$ cat src/rtl/regbank_pkg.sv
package regbank_pkg;
  localparam int DATA_W = 32;
  localparam int LANES  = DATA_W / 8;

  typedef enum logic [2:0] {
    WM_PLAIN  = 3'd0,
    WM_SET1   = 3'd1,
    WM_CLR1   = 3'd2,
    WM_TOG1   = 3'd3,
    WM_CLR0   = 3'd4,
    WM_TOG0   = 3'd5,
    WM_CLRANY = 3'd6
  } wmode_e;

  // Next value of one field bit under a given write mode
  function automatic logic wmode_bit(logic [2:0] mode, logic cur, logic din);
    case (mode)
      WM_SET1:   return cur | din;
      WM_CLR1:   return cur & ~din;
      WM_TOG1:   return cur ^ din;
      WM_CLR0:   return cur & din;
      WM_TOG0:   return ~(cur ^ din);
      WM_CLRANY: return 1'b0;
      default:   return din;
    endcase
  endfunction

  // Byte lanes overlapped by bits [pos +: w]
  function automatic logic [LANES-1:0] lane_mask(int pos, int w);
    logic [LANES-1:0] m;
    m = '0;
    for (int l = 0; l < LANES; l++)
      if ((l * 8 < pos + w) && (l * 8 + 8 > pos)) m[l] = 1'b1;
    return m;
  endfunction
endpackage

$ cat src/rtl/regbank_decode.sv
module regbank_decode #(
  parameter int          N_REGS = 4,
  parameter logic [31:0] BASE   = 32'h10
) (
  input  logic [31:0]       addr,
  input  logic              wvld,
  input  logic              rvld,
  output logic [N_REGS-1:0] sel,
  output logic [N_REGS-1:0] sw_wr,
  output logic [N_REGS-1:0] sw_rd,
  output logic              hit
);
  for (genvar k = 0; k < N_REGS; k++) begin : g_sel
    assign sel[k]   = (addr == BASE + 32'(k));
    assign sw_wr[k] = sel[k] & wvld;
    assign sw_rd[k] = sel[k] & rvld;
  end
  assign hit = |sel;
endmodule

$ cat src/rtl/regbank_field.sv
module regbank_field
  import regbank_pkg::*;
#(
  parameter int          FW      = 12,
  parameter logic [2:0]  MODE    = 3'd0,
  parameter logic [FW-1:0] RST_VAL = '0
) (
  input  logic          clk,
  input  logic          rst,
  input  logic          sw_wr,
  input  logic          sw_rd,
  input  logic [FW-1:0] wd,
  input  logic [FW-1:0] bit_en,
  input  logic          lane_hit,
  output logic [FW-1:0] value,
  output logic          acc,
  output logic          mod
);
  always_ff @(posedge clk) begin
    if (rst) begin
      value <= RST_VAL;
    end else if (sw_wr) begin
      for (int b = 0; b < FW; b++)
        if (bit_en[b]) value[b] <= wmode_bit(MODE, value[b], wd[b]);
    end
  end

  assign acc = (sw_wr | sw_rd) & lane_hit;
  assign mod = sw_wr & lane_hit;
endmodule

$ cat src/rtl/regbank_rdmux.sv
module regbank_rdmux #(
  parameter int N_REGS = 4,
  parameter int DW     = 32
) (
  input  logic [N_REGS*DW-1:0] words,
  input  logic [N_REGS-1:0]    sel,
  output logic [DW-1:0]        rdata
);
  always_comb begin
    rdata = '0;
    for (int k = 0; k < N_REGS; k++)
      if (sel[k]) rdata = rdata | words[k*DW +: DW];
  end
endmodule

$ cat src/rtl/regbank_top.sv
module regbank_top
  import regbank_pkg::*;
#(
  parameter int          N_REGS    = 4,
  parameter int          FPR       = 2,
  parameter int          FW        = 12,
  parameter logic [31:0] BASE_ADDR = 32'h10,
  parameter logic [3*N_REGS*FPR-1:0] FIELD_MODE =
    {3'd0, 3'd6, 3'd5, 3'd4, 3'd3, 3'd2, 3'd1, 3'd0},
  parameter logic [FW*N_REGS*FPR-1:0] FIELD_RST =
    {12'h0F0, 12'h123, 12'h000, 12'hFFF, 12'hA5A, 12'h5A5, 12'h3C3, 12'hC3C}
) (
  input  logic                     clk,
  input  logic                     rst,
  input  logic [31:0]              req_addr,
  input  logic [31:0]              req_wdata,
  input  logic                     req_wvld,
  input  logic                     req_rvld,
  input  logic [3:0]               req_be,
  output logic [31:0]              rsp_rdata,
  output logic                     rsp_rdy,
  output logic                     rsp_err,
  output logic [FW*N_REGS*FPR-1:0] fld_value,
  output logic [N_REGS*FPR-1:0]    fld_acc,
  output logic [N_REGS*FPR-1:0]    fld_mod
);
  localparam int COVER = FPR * FW;

  logic [N_REGS-1:0]        sel, sw_wr, sw_rd;
  logic                     hit;
  logic [N_REGS*DATA_W-1:0] words;
  logic                     unused_wdata_bits;

  assign unused_wdata_bits = ^req_wdata;

  regbank_decode #(.N_REGS(N_REGS), .BASE(BASE_ADDR)) u_decode (
    .addr(req_addr), .wvld(req_wvld), .rvld(req_rvld),
    .sel(sel), .sw_wr(sw_wr), .sw_rd(sw_rd), .hit(hit)
  );

  for (genvar k = 0; k < N_REGS; k++) begin : g_reg
    logic [DATA_W-1:0] word;
    for (genvar f = 0; f < FPR; f++) begin : g_fld
      localparam int I   = k * FPR + f;
      localparam int POS = f * FW;
      localparam logic [LANES-1:0] LMASK = lane_mask(POS, FW);
      logic [FW-1:0] ben;
      logic [FW-1:0] val;
      for (genvar b = 0; b < FW; b++) begin : g_ben
        assign ben[b] = req_be[(POS + b) / 8];
      end
      regbank_field #(
        .FW(FW), .MODE(FIELD_MODE[3*I +: 3]), .RST_VAL(FIELD_RST[FW*I +: FW])
      ) u_field (
        .clk(clk), .rst(rst), .sw_wr(sw_wr[k]), .sw_rd(sw_rd[k]),
        .wd(req_wdata[POS +: FW]), .bit_en(ben),
        .lane_hit(|(req_be & LMASK)),
        .value(val), .acc(fld_acc[I]), .mod(fld_mod[I])
      );
      assign word[POS +: FW]       = val;
      assign fld_value[FW*I +: FW] = val;
    end
    if (COVER < DATA_W) begin : g_pad
      assign word[DATA_W-1:COVER] = '0;
    end
    assign words[k*DATA_W +: DATA_W] = word;
  end

  regbank_rdmux #(.N_REGS(N_REGS), .DW(DATA_W)) u_rdmux (
    .words(words), .sel(sel), .rdata(rsp_rdata)
  );

  assign rsp_rdy = req_wvld | req_rvld;
  assign rsp_err = rsp_rdy & ~hit;
endmodule

$ cat config.mk
export PLATFORM = sky130hd
export DESIGN_NAME = regbank_top
export DESIGN_NICKNAME = d
export VERILOG_FILES = /design/src/rtl/regbank_pkg.sv /design/src/rtl/regbank_decode.sv /design/src/rtl/regbank_field.sv /design/src/rtl/regbank_rdmux.sv /design/src/rtl/regbank_top.sv
export SDC_FILE = /design/constraint.sdc
export NUM_CORES = 1
export LEC_CHECK = 0
export CAP_MARGIN = 20
export CORE_AREA = 2 2 131 133
export CTS_BUF_LIST = sky130_fd_sc_hd__clkbuf_16
export DETAILED_ROUTE_END_ITERATION = 10
export DIE_AREA = 0 0 133 135
export SLEW_MARGIN = 15
export SYNTH_ARGS = -nofsm -noshare
export SYNTH_HDL_FRONTEND = slang
export SYNTH_SLANG_ARGS = --single-unit
$ cat constraint.sdc
create_clock -name clk -period 2.2 [get_ports clk]
set_input_delay 0.44 -clock clk [delete_from_list [all_inputs] [get_ports clk]]
set_output_delay 0.44 -clock clk [all_outputs]
set_load 0.01 [all_outputs]
==> impl_metrics.toml, run 1 <==
[clock_tree]
cts.sinks = 86
htreeDepth = 3
root_buffer = "clkbuf_16"
clk_pin_slew_worst_paths_ps = 70
clock_path_buffers = 2
cts_inserted_buffers = 9
clock_latency_ps = 340
cts_tree = "built"

[sta]
slew_headroom_pct = 61.5
setup_violations = 35
worst_slack_ps = -91.8
tightest_slew_ps = 574
hold_viol = 0
min_period_ps = 2290
finClkSkew_ps = 0
rsz0062_at_grt = "true"
drv_slew = 0
fmax_mhz = 436
min_period_over_period_pct = 104

[synthesis]
yosysWarnings = 0
yosysSeqAreaShare_pct = 35.2
synth_flop_cell = "dfxtp_1"
ys_ff_latch = 86
synth.distinct_cells = 40
async_flop_share_pct = 0
avgSynthCellArea_um2 = 9.08
synth_area_mm2 = 0.00488
synth_edf_count = 0
synthesis.instances = 538

[setup_path]
cp_top_family = "simple AND/OR/NAND/NOR gates"
cp.required_ps = 1760
cp_slowest_stage_delay_ps = 300
rr_startpoint = "g_reg[1].g_fld[1].u_field.value[5]"
path_buf_inv = 4
arrival_ps = 1850
rrSetupSlack_ps = 1110
endpoint_kind = "output port"
path_max_fanout = 5
slowest_stage = "and4_4"
path_class = "in -> out"
reg2regPathDepth = 2
startpoint_type = "input pin"
worstReg2RegEnd = "g_reg[1].g_fld[1].u_field.value[5]"
crit_chain = "buf_6, nor4_4, buf_4, and4_4, nand2_8, buf_12, nor3_2, buf_2"

[min_path]
min_from = "g_reg[1].g_fld[0].u_field.value[9]"
hold_path_class = "reg -> reg"
hold_depth = 2
hold_end = "g_reg[1].g_fld[0].u_field.value[9]"

[detailed_routing]
wire_per_inst_um = 18.8
wirelength_mm = 19.0
num_vias = 5186
vias_per_cell = 5.11
ant_nets = 0
firstDrtPassIters = 4
drcViolationCount = 0
first_iter_violations = 243

[global_route]
grt_pass1_wl_mm = 28.8
grt_max_degree = 54
grt_pass1_vias = 5073
gr-usage-met2_pct = 35.8
antenna_found_initial = 0
busiest_layer = "met2"
grtUsageMet3_pct = 5.18
grt_util_met1_pct = 25.2
grt_usage_pct = 20.4
grt_overflow = 0

[layout]
largest_reg_flops = 86
antennaDiodeCount = 0
nNetsFinal = 862
area_growth_pct = 76.4
top_register = "g.g_fld.u_field.value"
drive_above_1_share_pct = 36.9
largestRegisters = "g.g_fld.u_field.value (86)"
nFillCells = 1465
final_area_mm2 = 0.00862

[outcome]
status = "complete, but fails checks"
violations = "negative setup slack"

[flow_run]
cap_violations = 0

[placed_design]
dpl_worst_slack_ps = -859
dp_hpwl_mm = 12.6
port-buffer-count = 192
place_area_mm2 = 0.00730
gp_congestion = 0.766

[floorplan]
dieArea_mm2 = 0.0180
start_util_pct = 29.8
io_pins = 218
core-area_mm2 = 0.0164
die-height_um = 135
die_x_um = 133
num_rows = 47

[power_and_ir_drop]
vdd_drop_max_uv = 318
pwr_density_cell_mw_per_mm2 = 420
power.leakage_nw = 3.46
power_w = 0.00362
-- cells in the mapped netlist, types with 2 or more instances --
master | count | area (um^2)
dfxtp_1 | 86 | 1720
nor2_1 | 66 | 248
nand2b_1 | 48 | 300
mux2i_1 | 38 | 380
buf_4 | 34 | 255
a21oi_1 | 30 | 150
clkbuf_1 | 27 | 101
o41ai_1 | 25 | 219
and3_1 | 16 | 100
buf_2 | 15 | 75.1
nand4b_1 | 14 | 123
nor3_1 | 14 | 70.1
mux4_2 | 13 | 293
nand4_1 | 12 | 75.1
nand2_1 | 11 | 41.3
nor2b_1 | 10 | 62.6
o21ai_0 | 7 | 35.0
a211o_1 | 6 | 52.6
a211oi_1 | 6 | 45.0
a21o_1 | 6 | 45.0
o31ai_1 | 6 | 45.0
or4_1 | 6 | 45.0
buf_1 | 5 | 18.8
inv_1 | 5 | 18.8
nor4_4 | 5 | 106
a41oi_1 | 4 | 35.0
nand3_1 | 4 | 20.0
nor4_2 | 3 | 37.5
a311oi_1 | 2 | 17.5
and4_1 | 2 | 17.5
and4b_1 | 2 | 20.0
o22ai_1 | 2 | 12.5
-- layout make-up --
| type | instances | area [um^2] | area share, % |
|---|---|---|---|
| clock buffers | 9 | 225 | 2.61 |
| clock inverters | 7 | 91.3 | 1.06 |
| inverters | 5 | 18.8 | 0.218 |
| multi-input cells | 381 | 3260 | 37.9 |
| flip-flops and latches | 86 | 1720 | 20.0 |
| well taps | 220 | 275 | 3.19 |
| repair buffers | 307 | 3020 | 35.0 |
-- logic make-up after synthesis --
| logic type | share of synthesized area (%) |
|---|---|
| other cells | 0.0768 |
| mux | 13.8 |
| flops | 35.2 |
| buf+inv | 9.61 |
| simple gates | 27.7 |
| compound gates | 13.6 |
-- through the flow --
stage | instances | TNS [ps] | util, % | hold WS [ps]
after floorplan | 553 | -50.0 | - | 464
after global placement | 949 | -48640 | 44.5 | 440
after detailed placement | 949 | -54320 | 44.5 | 450
after CTS | 1004 | -1620 | 50.1 | 463
after global routing | 1015 | -4230 | 52.5 | 484
final | 1015 | -2080 | 52.5 | 457
-- power by group --
| part | internal [W] | switching, W |
|---|---|---|
| clock | 0.000907 | 0.000729 |
| sequential | 0.00156 | 0.000000000000134 |
| combinational | 0.000203 | 0.000227 |
| total | 0.00267 | 0.000955 |
-- layer usage --
metal / wire length [um] / part of all wire (%)
met5: 0 / 0
met4: 280 / 1.5
met3: 1240 / 6.5
met2: 9570 / 50
met1: 7950 / 42
-- cell usage in the layout (no fill, tap or decap), types with 8 or more instances in the layout --
| cell | count |
|---|---|
| clkbuf_16 | 13 |
| clkdlybuf4s50_1 | 117 |
| nand2_1 | 10 |
| a21oi_1 | 27 |
| nor2_1 | 55 |
| nor4_4 | 8 |
| mux4_2 | 13 |
| o41ai_2 | 16 |
| nor3_2 | 9 |
| dfxtp_1 | 86 |
| nand2b_1 | 48 |
| nand4_1 | 12 |
| nand4b_1 | 14 |
| conb_1 | 16 |
| buf_2 | 41 |
| buf_4 | 78 |
| and3_4 | 10 |
| buf_6 | 32 |
| nor2b_1 | 10 |
| buf_12 | 18 |
| mux2i_1 | 38 |
-- tightest hold or removal path, cell delays in order, from the launching register on --
cell and delay [ps]:
dfxtp_1 330, inv_1 50, a311oi_1 40
-- worst max path at each step --
stage / end / depth (start not counted) / slack, ps / start
floorplan: rsp_rdata[1] / 6 / -20 / req_addr[25]
global placement: rsp_rdata[5] / 7 / -800 / req_addr[7]
detailed placement: fld_mod[3] / 7 / -860 / req_addr[21]
CTS: rsp_rdata[0] / 8 / -140 / req_addr[16]
global route: rsp_rdata[11] / 9 / -150 / req_addr[16]
finish: fld_mod[3] / 8 / -90 / req_addr[16]
-- repair_timing --
action | 4_1_cts | 5_1_grt
gates cloned | 6 | 3
buffers inserted | 38 | 17
hold buffers | 0 | 0
gates resized for setup | 351 | 67
pin swaps | 43 | 19
setup endpoints to repair | 51 | 94
No activity file was read; power rests on OpenSTA's default activity.
==> run 2: changes to the inputs <==
--- a/config.mk
+++ b/config.mk
@@ -5,11 +5,13 @@
 export SDC_FILE = /design/constraint.sdc
 export NUM_CORES = 1
 export LEC_CHECK = 0
-export CAP_MARGIN = 20
-export CORE_AREA = 2 2 131 133
+export CAP_MARGIN = 25
+export CORE_AREA = 2 2 117 119
 export CTS_BUF_LIST = sky130_fd_sc_hd__clkbuf_16
 export DETAILED_ROUTE_END_ITERATION = 10
-export DIE_AREA = 0 0 133 135
+export DIE_AREA = 0 0 119 121
+export PLACE_DENSITY = 0.76
+export SKIP_LAST_GASP = 1
 export SLEW_MARGIN = 15
 export SYNTH_ARGS = -nofsm -noshare
 export SYNTH_HDL_FRONTEND = slang
==> impl_metrics.toml, run 2 (synthesis results as in run 1) <==
[detailed_routing]
first_iter_violations = 396
wirelength_mm = 19.1
vias_per_cell = 5.55
wire_per_inst_um = 19.9
firstDrtPassIters = 5
drcViolationCount = 0
ant_nets = 0
num_vias = 5307

[clock_tree]
htreeDepth = 3
clock_path_buffers = 2
cts_tree = "built"
cts_inserted_buffers = 9
clk_pin_slew_worst_paths_ps = 60
cts.sinks = 86
clock_latency_ps = 340
root_buffer = "clkbuf_16"

[global_route]
grt_pass1_vias = 5302
antenna_found_initial = 0
grt_usage_pct = 25.6
grt_max_degree = 63
grt_pass1_wl_mm = 29.1
grt_overflow = 0

[floorplan]
core-area_mm2 = 0.0131
num_rows = 42
die_x_um = 119
dieArea_mm2 = 0.0144
start_util_pct = 37.3
io_pins = 218
die-height_um = 121

[layout]
final_cell_mix = "clkdlybuf4s50_1, dfxtp_1, buf_4"
area_growth_pct = 72.6
drive_above_1_share_pct = 35.1
final_common_cell = "clkdlybuf4s50_1"
final_area_mm2 = 0.00843
top_register = "g.g_fld.u_field.value"
nNetsFinal = 849
largestRegisters = "g.g_fld.u_field.value (86)"
largest_reg_flops = 86
antennaDiodeCount = 0
nFillCells = 971

[outcome]
status = "complete, but fails checks"
violations = "negative setup slack"

[sta]
min_period_ps = 2310
finClkSkew_ps = 0
min_period_over_period_pct = 105
fmax_mhz = 434
hold_viol = 0
setup_violations = 15
rsz0062_at_grt = "true"
drv_slew = 0
worst_slack_ps = -106
slew_headroom_pct = 56.7
tightest_slew_ps = 648

[setup_path]
startpoint_type = "input pin"
cp_common_cell = "buf_6"
slowest_stage = "nor4_4"
arrival_ps = 1870
worstReg2RegEnd = "g_reg[1].g_fld[1].u_field.value[5]"
reg2regPathDepth = 2
path_buf_inv = 5
rrSetupSlack_ps = 1120
cp.required_ps = 1760
path_max_fanout = 7
cp_top_family = "simple AND/OR/NAND/NOR gates"
rr_startpoint = "g_reg[1].g_fld[1].u_field.value[5]"
crit_chain = "buf_8, nor4_4, and4_4, buf_6, nand2_8, buf_16, buf_12, nor2_4, buf_6"
path_class = "in -> out"
cp_slowest_stage_delay_ps = 310
endpoint_kind = "output port"

[placed_design]
place_area_mm2 = 0.00716
dp_hpwl_mm = 11.9
port-buffer-count = 192
gp_congestion = 0.849

[power_and_ir_drop]
vdd_drop_max_uv = 349
power.leakage_nw = 3.50
power_w = 0.00364
pwr_density_cell_mw_per_mm2 = 431

[min_path]
min_from = "g_reg[1].g_fld[0].u_field.value[9]"
hold_path_class = "reg -> reg"
hold_depth = 2
hold_end = "g_reg[1].g_fld[0].u_field.value[9]"

[flow_run]
cap_violations = 0
[run 2: cell count changes in the layout (fill, tap and decap cells not counted), moves of 3 or more]
cell and delta:
and3_1 +5, buf_4 -3, o41ai_1 +5, o21ai_2 +3
o41ai_2 -6, buf_12 -6, buf_2 -4, nor3_2 -3
o21ai_1 -3, nor3_4 +3, and3_4 -5
[run 2: how the worst max path moves through the flow]
stage	start	to	slack [ps]	cells past startpoint
after detailed placement	req_addr[21]	rsp_rdata[15]	-880	6
after floorplan	req_addr[25]	rsp_rdata[1]	-20	6
final	req_addr[7]	rsp_rdata[9]	-110	9
after CTS	req_addr[29]	rsp_rdata[15]	-120	9
after global routing	req_addr[4]	rsp_rdata[10]	-140	9
after global placement	req_addr[14]	rsp_rdata[15]	-780	6
[run 2: routing by layer]
metal  up-vias  global-route usage [%]  part of all wire [%]
li1       2415                       -                     -
met1      2634                    31.5                    40
met2       224                    44.0                    52
met3        34                    5.50                   6.0
met4         0                    9.82                   2.2
met5         -                       0                     0
[run 2: worst register-to-register path, stage by stage, from the launching register on]
cell     delay [ps]
dfxtp_1         340
or4_4           550
a21oi_2         130
[run 2: area by class of cell]
cell class	instances	area [um^2]	share of cell area (%)
inverter	5	18.8	0.223
timing repair buffer	294	2900	34.3
multi-input combinational	381	3260	38.7
clock inverter	6	87.6	1.04
clock buffer	9	225	2.67
sequential	86	1720	20.4
tap	176	220	2.61
[run 2: stage by stage]
stage / hold slack, ps / setup TNS [ps] / setup WS, ps / utilization [%] / std cells
global route: 479 / -1900 / -136 / 64.4 / 957
finish: 462 / -940 / -106 / 64.4 / 957
CTS: 465 / -1140 / -124 / 61.5 / 960
detailed placement: 450 / -52690 / -875 / 54.7 / 898
global placement: 444 / -42450 / -782 / 54.7 / 898
floorplan: 464 / -50.0 / -25.0 / - / 553
[run 2: power breakdown]
group	internal, W	switching (W)	total, W
registers	0.00156	0.000000000000137	0.00156
logic	0.000211	0.000233	0.000444
clock network	0.000991	0.000646	0.00164
[run 2: repair_timing]
action                     CTS  global route
setup endpoints to repair   52            98
hold buffers                 0             0
pin swaps                   24            41
gates resized for setup    341            86
buffers inserted            40            10
gates cloned                 7             3
